[config.mk]
export PLATFORM = sky130hd
export DESIGN_NAME = bitband_bridge
export DESIGN_NICKNAME = d
export VERILOG_FILES = /design/src/rtl/bitband_pkg.sv /design/src/rtl/bb_addr_map.sv /design/src/rtl/bb_bit_lane.sv /design/src/rtl/bb_seq.sv /design/src/rtl/bitband_bridge.sv
export SDC_FILE = /design/constraint.sdc
export NUM_CORES = 1
export LEC_CHECK = 0
export BUFFER_PORTS_ARGS = -buffer_cell sky130_fd_sc_hd__buf_4
export CAP_MARGIN = 15
export CORE_MARGIN = 8
export CORE_UTILIZATION = 23
export DETAILED_ROUTE_END_ITERATION = 16
export SLEW_MARGIN = 30
export SYNTH_ARGS = -nofsm -noshare
export SYNTH_HDL_FRONTEND = slang
export SYNTH_HIERARCHICAL = 1
export SYNTH_SLANG_ARGS = --single-unit
[constraint.sdc]
create_clock -name clk -period 2.4 [get_ports clk]
set_input_delay 0.48 -clock clk [delete_from_list [all_inputs] [get_ports clk]]
set_output_delay 0.48 -clock clk [all_outputs]
set_load 0.02 [all_outputs]
[src/rtl/bitband_pkg.sv]
package bitband_pkg;

    // Sequencer states of the bridge.
    typedef enum logic [2:0] {
        ST_IDLE    = 3'd0,
        ST_RD_REQ  = 3'd1,
        ST_RD_WAIT = 3'd2,
        ST_WR_REQ  = 3'd3,
        ST_WR_WAIT = 3'd4,
        ST_RESP    = 3'd5
    } bb_state_e;

    // Access size codes shared by both ports.
    localparam logic [1:0] SZ_BYTE = 2'd0;
    localparam logic [1:0] SZ_HALF = 2'd1;
    localparam logic [1:0] SZ_WORD = 2'd2;

    // Alias bytes per underlying byte: 8 bits x 4 bytes per alias word.
    localparam int unsigned ALIAS_SHIFT = 5;

endpackage

[src/rtl/bb_addr_map.sv]
module bb_addr_map
    import bitband_pkg::*;
#(
    parameter int unsigned ADDR_W = 32,
    parameter int unsigned WIN_W  = 25,
    parameter int unsigned DATA_W = 32,
    parameter logic [ADDR_W-1:0] BASE = 32'h2000_0000,
    localparam int unsigned BIT_W = $clog2(DATA_W)
) (
    input  logic [WIN_W-1:0]  offset,
    input  logic [1:0]        size,
    output logic [ADDR_W-1:0] mem_addr,
    output logic [BIT_W-1:0]  bitpos,
    output logic              size_ok
);
    localparam int unsigned IDX_W = WIN_W - ALIAS_SHIFT;

    logic [ADDR_W-1:0] word_idx;
    logic [ADDR_W-1:0] low_mask;
    logic [BIT_W-1:0]  bit_mask;
    logic [1:0]        unused_word_sel;

    assign unused_word_sel = offset[1:0];
    assign word_idx = {{(ADDR_W-IDX_W){1'b0}}, offset[WIN_W-1:ALIAS_SHIFT]};

    always_comb begin
        size_ok  = 1'b1;
        low_mask = '0;
        bit_mask = BIT_W'(7);
        case (size)
            SZ_BYTE: begin
                low_mask = '0;
                bit_mask = BIT_W'(7);
            end
            SZ_HALF: begin
                low_mask = ADDR_W'(1);
                bit_mask = BIT_W'(15);
            end
            SZ_WORD: begin
                low_mask = ADDR_W'(3);
                bit_mask = BIT_W'(31);
            end
            default: begin
                size_ok  = 1'b0;
                low_mask = '0;
                bit_mask = '0;
            end
        endcase
        mem_addr = (BASE | word_idx) & ~low_mask;
        bitpos   = offset[BIT_W+1:2] & bit_mask;
    end

endmodule

[src/rtl/bb_bit_lane.sv]
module bb_bit_lane #(
    parameter int unsigned DATA_W = 32,
    localparam int unsigned BIT_W  = $clog2(DATA_W),
    localparam int unsigned NBYTES = DATA_W / 8
) (
    input  logic [DATA_W-1:0] fetched,
    input  logic [1:0]        size,
    input  logic [BIT_W-1:0]  bitpos,
    input  logic              wbit,
    output logic              bit_out,
    output logic [DATA_W-1:0] merged
);
    logic [DATA_W-1:0] keep;

    // Byte lanes inside the access size are kept; lanes above are zeroed.
    for (genvar gj = 0; gj < NBYTES; gj++) begin : g_lane
        assign keep[gj*8 +: 8] = {8{((gj >> size) == 0)}};
    end

    // Every bit either takes the new value or passes the kept fetched bit.
    for (genvar gi = 0; gi < DATA_W; gi++) begin : g_bit
        assign merged[gi] = (bitpos == BIT_W'(gi)) ? wbit : (fetched[gi] & keep[gi]);
    end

    assign bit_out = fetched[bitpos];

endmodule

[src/rtl/bb_seq.sv]
module bb_seq
    import bitband_pkg::*;
#(
    parameter int unsigned ADDR_W = 32,
    parameter int unsigned DATA_W = 32,
    localparam int unsigned BIT_W = $clog2(DATA_W)
) (
    input  logic              clk,
    input  logic              rst_n,
    // request side
    input  logic              s_valid,
    output logic              s_ready,
    input  logic              s_write,
    input  logic [1:0]        s_size,
    input  logic              s_wbit,
    input  logic [ADDR_W-1:0] map_addr,
    input  logic [BIT_W-1:0]  map_bitpos,
    input  logic              map_size_ok,
    output logic              s_rsp_valid,
    output logic [DATA_W-1:0] s_rdata,
    output logic              s_err,
    // bit lane
    output logic [1:0]        lane_size,
    output logic [BIT_W-1:0]  lane_bitpos,
    output logic              lane_wbit,
    input  logic              lane_bit,
    input  logic [DATA_W-1:0] lane_merged,
    // memory side
    output logic              m_valid,
    input  logic              m_ready,
    output logic              m_write,
    output logic [ADDR_W-1:0] m_addr,
    output logic [1:0]        m_size,
    output logic [DATA_W-1:0] m_wdata,
    input  logic              m_rsp_valid,
    input  logic              m_err
);
    typedef struct packed {
        bb_state_e         st;
        logic              wr;
        logic [1:0]        size;
        logic [ADDR_W-1:0] addr;
        logic [BIT_W-1:0]  bitpos;
        logic              wbit;
        logic [DATA_W-1:0] data;
        logic [DATA_W-1:0] rdata;
        logic              err;
    } seq_t;

    seq_t seq_d, seq_q;

    always_comb begin
        seq_d = seq_q;
        case (seq_q.st)
            ST_IDLE: begin
                if (s_valid) begin
                    seq_d.wr     = s_write;
                    seq_d.size   = s_size;
                    seq_d.addr   = map_addr;
                    seq_d.bitpos = map_bitpos;
                    seq_d.wbit   = s_wbit;
                    seq_d.rdata  = '0;
                    seq_d.data   = '0;
                    if (map_size_ok) begin
                        seq_d.err = 1'b0;
                        seq_d.st  = ST_RD_REQ;
                    end else begin
                        seq_d.err = 1'b1;
                        seq_d.st  = ST_RESP;
                    end
                end
            end
            ST_RD_REQ: begin
                if (m_ready) seq_d.st = ST_RD_WAIT;
            end
            ST_RD_WAIT: begin
                if (m_rsp_valid) begin
                    if (m_err) begin
                        seq_d.err   = 1'b1;
                        seq_d.rdata = '0;
                        seq_d.st    = ST_RESP;
                    end else if (!seq_q.wr) begin
                        seq_d.rdata = {{(DATA_W-1){1'b0}}, lane_bit};
                        seq_d.st    = ST_RESP;
                    end else begin
                        seq_d.data = lane_merged;
                        seq_d.st   = ST_WR_REQ;
                    end
                end
            end
            ST_WR_REQ: begin
                if (m_ready) seq_d.st = ST_WR_WAIT;
            end
            ST_WR_WAIT: begin
                if (m_rsp_valid) begin
                    seq_d.err   = m_err;
                    seq_d.rdata = '0;
                    seq_d.st    = ST_RESP;
                end
            end
            ST_RESP: begin
                seq_d.st = ST_IDLE;
            end
            default: seq_d.st = ST_IDLE;
        endcase
    end

    always_ff @(posedge clk) begin
        if (!rst_n) seq_q <= '0;
        else        seq_q <= seq_d;
    end

    assign s_ready     = (seq_q.st == ST_IDLE);
    assign s_rsp_valid = (seq_q.st == ST_RESP);
    assign s_rdata     = s_rsp_valid ? seq_q.rdata : '0;
    assign s_err       = s_rsp_valid & seq_q.err;
    assign m_valid     = (seq_q.st == ST_RD_REQ) || (seq_q.st == ST_WR_REQ);
    assign m_write     = (seq_q.st == ST_WR_REQ);
    assign m_addr      = seq_q.addr;
    assign m_size      = seq_q.size;
    assign m_wdata     = (seq_q.st == ST_WR_REQ) ? seq_q.data : '0;
    assign lane_size   = seq_q.size;
    assign lane_bitpos = seq_q.bitpos;
    assign lane_wbit   = seq_q.wbit;

    // Accepting a request makes the port busy in the next cycle.
    assert_busy_after_accept_R8: assert property (@(posedge clk) disable iff (!rst_n)
        (s_valid && s_ready) |=> !s_ready);

    // A stalled memory request keeps its contents.
    assert_req_hold_R10: assert property (@(posedge clk) disable iff (!rst_n)
        (m_valid && !m_ready) |=> (m_valid && $stable(m_addr) && $stable(m_write)
                                   && $stable(m_size) && $stable(m_wdata)));

    // A failed fetch ends in an error response, never a write-back.
    assert_rd_err_no_wb_R6: assert property (@(posedge clk) disable iff (!rst_n)
        (seq_q.st == ST_RD_WAIT && m_rsp_valid && m_err) |=> (s_rsp_valid && s_err && !m_valid));

    // The bad size code never reaches memory.
    assert_bad_size_R9: assert property (@(posedge clk) disable iff (!rst_n)
        (s_valid && s_ready && !map_size_ok) |=> (s_rsp_valid && s_err && !m_valid));

    // The response strobe lasts one cycle and frees the port.
    assert_rsp_pulse_R1: assert property (@(posedge clk) disable iff (!rst_n)
        s_rsp_valid |=> (!s_rsp_valid && s_ready));

    // A response carries at most the single bit.
    assert_rsp_one_bit_R4: assert property (@(posedge clk) disable iff (!rst_n)
        s_rsp_valid |-> (s_rdata[DATA_W-1:1] == '0));

    // A write-back follows only a successful fetch of the same request.
    assert_wb_after_fetch_R5: assert property (@(posedge clk) disable iff (!rst_n)
        $rose(m_write) |-> $past(seq_q.st == ST_RD_WAIT && m_rsp_valid && !m_err));

endmodule

[src/rtl/bitband_bridge.sv]
module bitband_bridge
    import bitband_pkg::*;
#(
    parameter int unsigned ADDR_W = 32,
    parameter int unsigned WIN_W  = 25,
    parameter int unsigned DATA_W = 32,
    parameter logic [ADDR_W-1:0] BASE = 32'h2000_0000
) (
    input  logic              clk,
    input  logic              rst_n,
    input  logic              s_valid,
    output logic              s_ready,
    input  logic              s_write,
    input  logic [WIN_W-1:0]  s_offset,
    input  logic [1:0]        s_size,
    input  logic [DATA_W-1:0] s_wdata,
    output logic              s_rsp_valid,
    output logic [DATA_W-1:0] s_rdata,
    output logic              s_err,
    output logic              m_valid,
    input  logic              m_ready,
    output logic              m_write,
    output logic [ADDR_W-1:0] m_addr,
    output logic [1:0]        m_size,
    output logic [DATA_W-1:0] m_wdata,
    input  logic              m_rsp_valid,
    input  logic [DATA_W-1:0] m_rdata,
    input  logic              m_err
);
    localparam int unsigned BIT_W = $clog2(DATA_W);

    logic [ADDR_W-1:0] map_addr;
    logic [BIT_W-1:0]  map_bitpos;
    logic              map_size_ok;
    logic [1:0]        lane_size;
    logic [BIT_W-1:0]  lane_bitpos;
    logic              lane_wbit;
    logic              lane_bit;
    logic [DATA_W-1:0] lane_merged;
    logic [DATA_W-2:0] unused_wdata_hi;

    assign unused_wdata_hi = s_wdata[DATA_W-1:1];

    bb_addr_map #(
        .ADDR_W (ADDR_W),
        .WIN_W  (WIN_W),
        .DATA_W (DATA_W),
        .BASE   (BASE)
    ) u_map (
        .offset   (s_offset),
        .size     (s_size),
        .mem_addr (map_addr),
        .bitpos   (map_bitpos),
        .size_ok  (map_size_ok)
    );

    bb_bit_lane #(
        .DATA_W (DATA_W)
    ) u_lane (
        .fetched (m_rdata),
        .size    (lane_size),
        .bitpos  (lane_bitpos),
        .wbit    (lane_wbit),
        .bit_out (lane_bit),
        .merged  (lane_merged)
    );

    bb_seq #(
        .ADDR_W (ADDR_W),
        .DATA_W (DATA_W)
    ) u_seq (
        .clk         (clk),
        .rst_n       (rst_n),
        .s_valid     (s_valid),
        .s_ready     (s_ready),
        .s_write     (s_write),
        .s_size      (s_size),
        .s_wbit      (s_wdata[0]),
        .map_addr    (map_addr),
        .map_bitpos  (map_bitpos),
        .map_size_ok (map_size_ok),
        .s_rsp_valid (s_rsp_valid),
        .s_rdata     (s_rdata),
        .s_err       (s_err),
        .lane_size   (lane_size),
        .lane_bitpos (lane_bitpos),
        .lane_wbit   (lane_wbit),
        .lane_bit    (lane_bit),
        .lane_merged (lane_merged),
        .m_valid     (m_valid),
        .m_ready     (m_ready),
        .m_write     (m_write),
        .m_addr      (m_addr),
        .m_size      (m_size),
        .m_wdata     (m_wdata),
        .m_rsp_valid (m_rsp_valid),
        .m_err       (m_err)
    );

    // Memory requests are aligned to their own size.
    assert_half_align_R2: assert property (@(posedge clk) disable iff (!rst_n)
        (m_valid && m_size == SZ_HALF) |-> !m_addr[0]);
    assert_word_align_R2: assert property (@(posedge clk) disable iff (!rst_n)
        (m_valid && m_size == SZ_WORD) |-> (m_addr[1:0] == 2'b00));

    // Write-back data never spills past its access size.
    assert_wb_width_R5: assert property (@(posedge clk) disable iff (!rst_n)
        (m_valid && m_write && m_size == SZ_BYTE) |-> (m_wdata[DATA_W-1:8] == '0));

endmodule

==> flow_summary.json, run 1 <==
{
  "grt_max_degree": 79,
  "setup_viol": 0,
  "worstSetupPathType": "flip-flop to flip-flop",
  "p_clk_share_pct": 38.8,
  "ctsResizeCount": 0,
  "setup-tns-final_ns": 0,
  "switchingPower_mw": 1.125,
  "syn_inst": 667,
  "ant_nets": 0,
  "finalNonFillerCells": 1008,
  "fill_cells": 2452,
  "drive_gt1_share_pct": 29.05,
  "max-vdd-ir-drop_mv": 0.3448,
  "finalNetCount": 820,
  "ios": 201,
  "port_buffers": 136,
  "ys_seq_area_share_pct": 29.55,
  "drv_slew": 0,
  "drv_cap": 0,
  "htree_levels": 3,
  "num_vias": 4440,
  "clk_pin_slew_worst_paths_ns": 0.06,
  "setup_slack_ns": 0.1171,
  "dp_worst_setup_slack_ns": 0.05875,
  "routedWlPerCell_um": 15.36,
  "cts_buffers": 9,
  "fin_worst_skew_ns": 0.01137,
  "ys_warn_count": 6,
  "final_common_cell": "buf_4",
  "ys_seq_elements": 78,
  "whs_path_depth": 3,
  "rows": 55,
  "initial_core_util_pct": 23.41,
  "grt_pass1_vias": 4419,
  "syn_to_final_growth_pct": 19.41,
  "powerDensity_nw_per_um2": 588.1,
  "ys_types": 46,
  "tightestPinTransition_ns": 0.6940,
  "required_ns": 2.64,
  "avgViaCountPerCell": 4.405,
  "dp_hpwl_mm": 11.56,
  "hp-class": "input port to flip-flop",
  "syn_area_sq_um": 5285,
  "grt_pass1_wl_mm": 24.56,
  "slew_headroom_pct": 53.67,
  "postCtsSetupRepairBufs": 0,
  "clockBufferDepth": 2,
  "final_cell_mix": "buf_4, nand2_1, dfxtp_1, nand3_1, conb_1",
  "die_h_um": 167.6,
  "antenna_found_initial": 1,
  "rsz0062_at_grt": "false",
  "grt_overflow": 0,
  "grt_usage_pct": 11.01,
  "rr_worst_depth": 7,
  "arrival_ns": 2.52,
  "fp.dieW_um": 167.6,
  "core_area_sq_um": 22570,
  "switching_share_pct": 30.32,
  "clkLatencyLatePin_ns": 0.35,
  "status": "finished clean",
  "p_leak_nw": 2.716,
  "cts_sinks": 78,
  "p_int_mw": 2.586,
  "antennaDiodeCount": 0,
  "routed_wl_mm": 15.49,
  "fin_util_pct": 27.96,
  "drt_iter0_drc": 267,
  "cts_tree": "yes",
  "period_needed_ns": 2.283,
  "route.detailed.drc": 0,
  "fmax_mhz": 438.0,
  "hold_viol": 0,
  "cts_hold_buf": 0,
  "post-route-period-util_pct": 95.12,
  "pwr-share-comb_pct": 22.7,
  "start_kind": "flip-flop",
  "p_seq_share_pct": 38.5,
  "endpoint_kind": "flip-flop",
  "cts_root_buffer": "clkbuf_16",
  "die_area_sq_um": 28080,
  "avgSynthCellArea_sq_um": 7.924,
  "worst-path-max-fanout": 18,
  "drt-pass1-iter-count": 4,
  "dpl.cell_count": 992,
  "gp_congestion": 0.7932
}
## power by group through the flow
stage	Combinational [mW]	Clock [mW]	Sequential, mW
2_1_floorplan	0.700	0	1.42
3_3_place_gp	0.849	0	1.46
3_5_place_dp	0.854	0	1.46
4_1_cts	0.856	1.51	1.43
5_1_grt	0.925	1.57	1.44
6_report	0.843	1.44	1.43
## final cells by class
cell class	count	area, sq um	share of cell area, %
clock buffers	12	256.5	4.064
clock inverters	4	53.80	0.8525
inverters	4	15.01	0.2379
multi-input cells	470	2853	45.20
flip-flops and latches	78	1563	24.76
well taps	285	356.6	5.650
repair buffers	155	1214	19.23
## state kept, by name, summed over array words and instances (netlist names)
name,count
u_seq/m_addr,32
u_seq/lane_wbit,1
u_seq/lane_bitpos,5
u_seq/seq_q,38
u_seq/lane_size,2
## stage by stage
stage / hold WS (ns) / total power [mW] / instance area, sq um
after floorplan: 0.4354 / 2.117 / 5435
after global placement: 0.4426 / 2.306 / 6000
after detailed placement: 0.4470 / 2.313 / 6000
after CTS: 0.3711 / 3.797 / 6310
after global routing: 0.3825 / 3.934 / 6311
final: 0.3878 / 3.712 / 6311
## cells in the mapped netlist, drive strengths merged
library cell  count  area [sq um]
a2111oi           1         8.760
a21boi           74         555.5
a21oi            11         55.05
a221oi            1         8.760
a2bb2oi           1         8.760
a31o              9         78.83
a31oi             1         6.260
a32oi             3         26.28
and2              7         45.05
and2b             1         8.760
and3             36         225.2
and3b             3         26.28
buf             115         860.8
clkbuf           40         150.1
conb              3         11.26
dfxtp            78          1562
ha                4         50.05
inv               4         15.01
mux2             11         123.9
mux2i             2         20.02
mux4             10         225.2
nand2           144         540.5
nand2b            5         31.28
nand3            48         240.2
nand3b            5         37.54
nand4             1         6.260
nand4b            1         8.760
nor2              4         15.01
nor2b            12         75.07
nor3              2         10.01
nor3b             3         32.53
nor4              1         21.27
o211ai            9         67.56
o21a              2         15.01
o21ai             5         25.02
o21bai            2         15.01
o221ai            3         26.28
o311ai            3         26.28
or3b              2         20.02
## cells by family after synthesis
group | Yosys count | share of synthesized area, %
DFF | 78 | 29.55
AOI/OAI and AO/OA | 125 | 17.47
adders and majority gates | 4 | 0.9470
muxes | 23 | 6.984
buffers and inverters | 159 | 19.41
and+or+nand+nor | 275 | 25.43
other | 3 | 0.2131
## critical path, cell delays in order, from the launching register on
cell and delay, ns:
dfxtp_1 0.38, buf_12 0.18, mux4_2 0.52, mux4_2 0.49, mux2_2 0.29, and3_1 0.14, mux2i_1 0.11, nor2b_1 0.06
## layer usage
layer	vias up	GRT usage (%)	wire length [um]
met3	19	3.739	1121
met5	-	0	9
met4	2	4.037	255
met1	2062	13.12	6738
met2	124	18.09	7361
li1	2233	-	-
## path summary, 6_finish.rpt
check / startpoint / endpoint / slack, ns
worst max register to register: u_seq/lane_bitpos[1]$_SDFFE_PN0P_ / u_seq/seq_q[1]$_SDFFE_PN0P_ / 0.12
worst min-delay path: s_offset[17] / u_seq/m_addr[12]$_SDFFE_PN0P_ / 0.39
worst min register to register: u_seq/m_addr[24]$_SDFFE_PN0P_ / u_seq/m_addr[24]$_SDFFE_PN0P_ / 0.45
worst max-delay path: u_seq/lane_bitpos[1]$_SDFFE_PN0P_ / u_seq/seq_q[1]$_SDFFE_PN0P_ / 0.12
No activity file was read; power rests on OpenSTA's default activity.
==> run 2: changes to the inputs <==
RECOVER_POWER = 25   (was unset)
SYNTH_HIERARCHICAL = unset   (was 1)
==> flow_summary.json, run 2 <==
{
  "num_vias": 3912,
  "fmax_mhz": 467.1,
  "grt_max_degree": 37,
  "final_common_cell": "nand2_1",
  "setup_viol": 0,
  "worstSetupPathType": "flip-flop to output port",
  "synthTopCellsByArea": "dfxtp_1, buf_4, nand2_1, a21boi_1, and3_1",
  "drt-pass1-iter-count": 4,
  "cts_sinks": 67,
  "fin_util_pct": 29.06,
  "syn_area_sq_um": 4385,
  "final_cell_mix": "nand2_1, buf_4, dfxtp_1, and3_1, conb_1",
  "syn_to_final_growth_pct": 23.97,
  "cts_buffers": 9,
  "dpl.cell_count": 874,
  "arrival_ns": 1.66,
  "antennaDiodeCount": 0,
  "dp_hpwl_mm": 10.73,
  "status": "finished clean",
  "drv_slew": 0,
  "grt_pass1_wl_mm": 21.71,
  "grt_pass1_vias": 3736,
  "yosysTopAreaCellShare_pct": 30.58,
  "required_ns": 1.92,
  "tightestPinTransition_ns": 0.8006,
  "finalNetCount": 753,
  "clkLatencyLatePin_ns": 0.34,
  "routed_wl_mm": 14.18,
  "hp-class": "input port to flip-flop",
  "synth_edf_count": 0,
  "rows": 50,
  "fin_worst_skew_ns": 0.005232,
  "place_area_sq_um": 5219,
  "core_area_sq_um": 18710,
  "htree_levels": 3,
  "finalNonFillerCells": 890,
  "fp.dieW_um": 154.1,
  "yosys.area.top_type": "dfxtp_1",
  "ys_warn_count": 0,
  "synth.most_common_cell": "nand2_1",
  "port_buffers": 125,
  "slew_headroom_pct": 46.63,
  "endpoint_kind": "output port",
  "initial_core_util_pct": 23.44,
  "gp_congestion": 0.8131,
  "clk_pin_slew_worst_paths_ns": 0.06,
  "p_leak_nw": 2.424,
  "grt_overflow": 0,
  "setup-tns-final_ns": 0,
  "die_h_um": 154.1,
  "drv_cap": 0,
  "cts_tree": "yes",
  "postCtsSetupRepairBufs": 0,
  "drive_gt1_share_pct": 22.56,
  "regMostFlops": "u_seq.seq_q",
  "cts_root_buffer": "clkbuf_16",
  "largest_register_ffs": 38,
  "fill_cells": 2043,
  "path_delay_family": "flip-flops",
  "die_area_sq_um": 23740,
  "avgSynthCellArea_sq_um": 7.707,
  "path_buf_inv": 2,
  "cp_slowest_stage_delay_ns": 0.62,
  "routedWlPerCell_um": 15.93,
  "worst-path-max-fanout": 19,
  "avgViaCountPerCell": 4.396,
  "ios": 201,
  "max-vdd-ir-drop_mv": 0.3338,
  "drt_iter0_drc": 198,
  "async_flop_share_pct": 0,
  "rsz0062_at_grt": "false",
  "ys.flop_type": "dfxtp_1",
  "path_cells": "buf_4, and3_1, buf_4",
  "hold_viol": 0,
  "powerDensity_nw_per_um2": 597.8,
  "path_common_cell": "buf_4",
  "route.detailed.drc": 0,
  "period_needed_ns": 2.141,
  "start_kind": "flip-flop",
  "syn_inst": 569,
  "ant_nets": 0,
  "ys_types": 47,
  "ys_seq_elements": 67,
  "ys_seq_area_share_pct": 30.58,
  "design_area_sq_um": 5436,
  "grt_usage_pct": 11.69,
  "clockBufferDepth": 2,
  "post-route-period-util_pct": 89.21,
  "antenna_found_initial": 0,
  "synthTopCellsByCount": "nand2_1, dfxtp_1, buf_4",
  "crit_slowest_cell": "dfxtp_1"
}
run 2: changes by cell type after synthesis, sizes merged, moves of 9 or more:
cell    delta
o211ai     -9
a21boi    -35
o21ai     +31
a21oi     +17
nand2     -26
mux2      -11
a31o       -9
buf       -35
nand3     -46
dfxtp     -11
mux2i     +12
and2      +21
nor2b      -9
a31oi     +16
run 2: timing repair:
item | 4_1_cts | 5_1_grt
setup endpoints to repair | 0 | 1
gates resized for setup | 0 | 1
endpoints found under the hold margin | 0 | 0
hold buffers | 0 | 0
run 2: power breakdown:
part / total, mW / switching [mW] / internal [mW]
Clock: 1.40 / 0.511 / 0.885
Combinational: 0.649 / 0.410 / 0.239
Sequential: 1.20 / 0.0467 / 1.16
run 2: layout make-up:
| cell class | count | area, sq um | area share (%) |
|---|---|---|---|
| clock buffer | 12 | 266.5 | 4.902 |
| sequential | 67 | 1343 | 24.70 |
| clock inverter | 4 | 47.55 | 0.8746 |
| multi-input combinational | 428 | 2490 | 45.80 |
| timing repair buffer | 142 | 985.9 | 18.14 |
| inverter | 3 | 11.26 | 0.2071 |
| tap | 234 | 292.8 | 5.386 |
run 2: worst min-delay path: stages:
cell and delay (ns):
buf_4 0.11, nand2_1 0.04, a21boi_1 0.05
run 2: logic make-up after synthesis:
group | share of synthesized area [%]
AND/OR/NAND/NOR | 26.42
other | 0.08551
multiplexers | 6.876
flip-flops | 30.58
buffers and inverters | 16.29
XOR/XNOR | 0.1998
adder cells (fa/ha/maj) | 1.141
AO/OA/AOI/OAI | 18.40
run 2: path summary, 6_finish.rpt:
kind | startpoint | end | slack (ns) | depth (start not counted)
max | u_seq.seq_q[107]$_SDFFE_PN0P_ | m_wdata[15] | 0.26 | 3
min | s_offset[20] | u_seq.m_addr[15]$_SDFFE_PN0P_ | 0.38 | 3
max reg2reg | u_seq.lane_bitpos[0]$_SDFFE_PN0P_ | u_seq.seq_q[1]$_SDFFE_PN0P_ | 0.48 | 4
min reg2reg | u_seq.m_addr[11]$_SDFFE_PN0P_ | u_seq.m_addr[11]$_SDFFE_PN0P_ | 0.45 | 2
run 2: layer usage:
layer	track usage, %	share of wire [%]	vias up
met2	19.08	47	112
met1	14.35	45	1789
met5	0	0	-
met3	3.251	6.3	13
met4	4.433	1.5	0
li1	-	-	1998
run 2: metrics by stage:
stage / hold slack (ns) / power (mW) / worst slack (ns)
CTS: 0.3662 / 3.343 / 0.05798
finish: 0.3849 / 3.250 / 0.2591
global placement: 0.4403 / 1.909 / 0.3489
floorplan: 0.4306 / 1.729 / 0.2910
global route: 0.3840 / 3.415 / 0.1188
detailed placement: 0.4447 / 1.913 / 0.3450
==> run 3: changes to the inputs <==
CTS_CLUSTER_SIZE = 12   (was unset)
GPL_ROUTABILITY_DRIVEN = 0   (was unset)
clock period = 2.2 ns   (was 2.4 ns; I/O delays follow)
==> flow_summary.json, run 3 (same netlist as run 2, synthesis figures left out) <==
{
  "switchingPower_mw": 1.034,
  "path_cells": "buf_4, and3_1, buf_4",
  "min-delay-start": "s_offset[8]",
  "clkLatencyLatePin_ns": 0.34,
  "p_clk_share_pct": 41.1,
  "drv_cap": 0,
  "hold_viol": 0,
  "grt_pass1_vias": 3902,
  "final_common_cell": "buf_4",
  "core_area_sq_um": 18710,
  "routedWlPerCell_um": 15.91,
  "crit_slowest_cell": "dfxtp_1",
  "fin_worst_skew_ns": 0.006875,
  "rr_worst_depth": 5,
  "pwr-share-comb_pct": 21.2,
  "fmax_mhz": 491.0,
  "timing.rr.start": "u_seq.lane_bitpos[0]$_SDFFE_PN0P_",
  "worstSetupPathType": "flip-flop to output port",
  "switching_share_pct": 29.86,
  "final_cell_mix": "buf_4, nand2_1, dfxtp_1, and3_1, conb_1",
  "drv_slew": 0,
  "wl_met3_um": 832,
  "start_kind": "flip-flop",
  "syn_to_final_growth_pct": 24.45,
  "largest_register_ffs": 38,
  "dp_hpwl_mm": 10.88,
  "ff2ff_setup_slack_ns": 0.20,
  "rows": 50,
  "worst_hold_slack_ns": 0.3446,
  "antennaDiodeCount": 0,
  "fp.dieW_um": 154.1,
  "p_seq_share_pct": 37.7,
  "grt_max_degree": 37,
  "required_ns": 1.76,
  "drive_gt1_share_pct": 23.30,
  "setup-tns-final_ns": 0,
  "status": "finished clean",
  "finalNetCount": 760,
  "post-route-period-util_pct": 92.58,
  "multi_input_area_sq_um": 2495,
  "endpoint_kind": "output port",
  "antenna_found_initial": 0,
  "cp_slowest_stage_delay_ns": 0.54,
  "ios": 201,
  "port_buffers": 125,
  "die_h_um": 154.1,
  "rsz0062_at_grt": "false",
  "hp-class": "input port to flip-flop",
  "initial_core_util_pct": 23.44,
  "num_vias": 3944,
  "wl_met1_mm": 6.363,
  "rr_endpoint": "u_seq.seq_q[1]$_SDFFE_PN0P_",
  "drt_iter0_drc": 204,
  "setup_viol": 0,
  "crit_path_end": "m_wdata[15]",
  "htree_levels": 3,
  "p_leak_nw": 2.450,
  "topRoutingLayerUsed": "met4",
  "max-vdd-ir-drop_mv": 0.3609,
  "grt_overflow": 0,
  "ant_nets": 0,
  "arrival_ns": 1.60,
  "fill_cells": 2076,
  "clockBufferDepth": 2,
  "tightestPinTransition_ns": 0.7645,
  "route.detailed.drc": 0,
  "whs_path_depth": 3,
  "wl_met2_mm": 6.768,
  "grt_usage_pct": 11.78,
  "p_int_mw": 2.428,
  "routed_wl_mm": 14.24,
  "path_common_cell": "buf_4",
  "cts_root_buffer": "clkbuf_16",
  "slew_headroom_pct": 49.04,
  "die_area_sq_um": 23740,
  "avgViaCountPerCell": 4.407,
  "period_needed_ns": 2.037,
  "cts_buffers": 9,
  "cts_sinks": 67,
  "grt_pass1_wl_mm": 21.80,
  "cts_hold_buf": 0,
  "drt-pass1-iter-count": 4,
  "seq_area_sq_um": 1343,
  "cts_tree": "yes",
  "clk_pin_slew_worst_paths_ns": 0.06,
  "powerDensity_nw_per_um2": 634.2,
  "regMostFlops": "u_seq.seq_q",
  "worstSetupStartpoint": "u_seq.seq_q[107]$_SDFFE_PN0P_",
  "worst-path-max-fanout": 23
}
-- run 3: cell count changes in the layout (fill, tap and decap cells not counted), sizes merged --
cell	before	now
buf	117	126
clkbuf	37	34
clkinvlp	1	0
-- run 3: area by class of cell --
class | count | share of cell area [%]
clock buffers | 11 | 4.448
clock inverters | 3 | 0.7336
inverters | 3 | 0.2063
multi-input cells | 428 | 45.71
flip-flops and latches | 67 | 24.60
well taps | 234 | 5.365
repair buffers | 149 | 18.94
-- run 3: stage by stage --
stage	power, mW	util, %	setup slack, ns	std cells	instance area (sq um)
finish	3.461	29.18	0.1631	895	5458
global route	3.647	29.18	0.04925	895	5458
CTS	3.547	29.63	0.03171	895	5542
detailed placement	2.102	28.11	0.1392	881	5259
global placement	2.095	28.11	0.2393	881	5259
floorplan	1.886	-	0.1310	610	4539
-- run 3: critical path: cells and delay by family (launching register included) --
family / cells / cell delay (ns)
DFF: 1 / 0.54
buffers and inverters: 2 / 0.48
and+or+nand+nor: 1 / 0.24
-- run 3: worst min path at each step --
stage,endpoint
floorplan,u_seq.seq_q[60]$_SDFFE_PN0P_
global placement,u_seq.m_addr[1]$_SDFFE_PN0P_
detailed placement,u_seq.m_addr[18]$_SDFFE_PN0P_
CTS,u_seq.m_addr[3]$_SDFFE_PN0P_
global route,u_seq.m_addr[4]$_SDFFE_PN0P_
finish,u_seq.m_addr[3]$_SDFFE_PN0P_
-- run 3: per-layer routing --
metal	GRT usage (%)	vias up
li1	-	2012
met1	14.55	1809
met2	19.08	110
met3	3.027	13
met4	4.993	0
met5	0	-
-- run 3: repair_timing --
| action | 4_1_cts | 5_1_grt |
|---|---|---|
| setup endpoints to repair | 0 | 30 |
| setup buffers | 0 | 0 |
| endpoints found under the hold margin | 0 | 0 |
| resized for setup | 0 | 2 |
-- run 3: power groups by stage --
| stage | combinational (mW) | sequential (mW) | clock [mW] |
|---|---|---|---|
| floorplan | 0.577 | 1.31 | 0 |
| global placement | 0.763 | 1.33 | 0 |
| detailed placement | 0.769 | 1.33 | 0 |
| CTS | 0.769 | 1.31 | 1.47 |
| global route | 0.809 | 1.31 | 1.52 |
| finish | 0.733 | 1.31 | 1.42 |
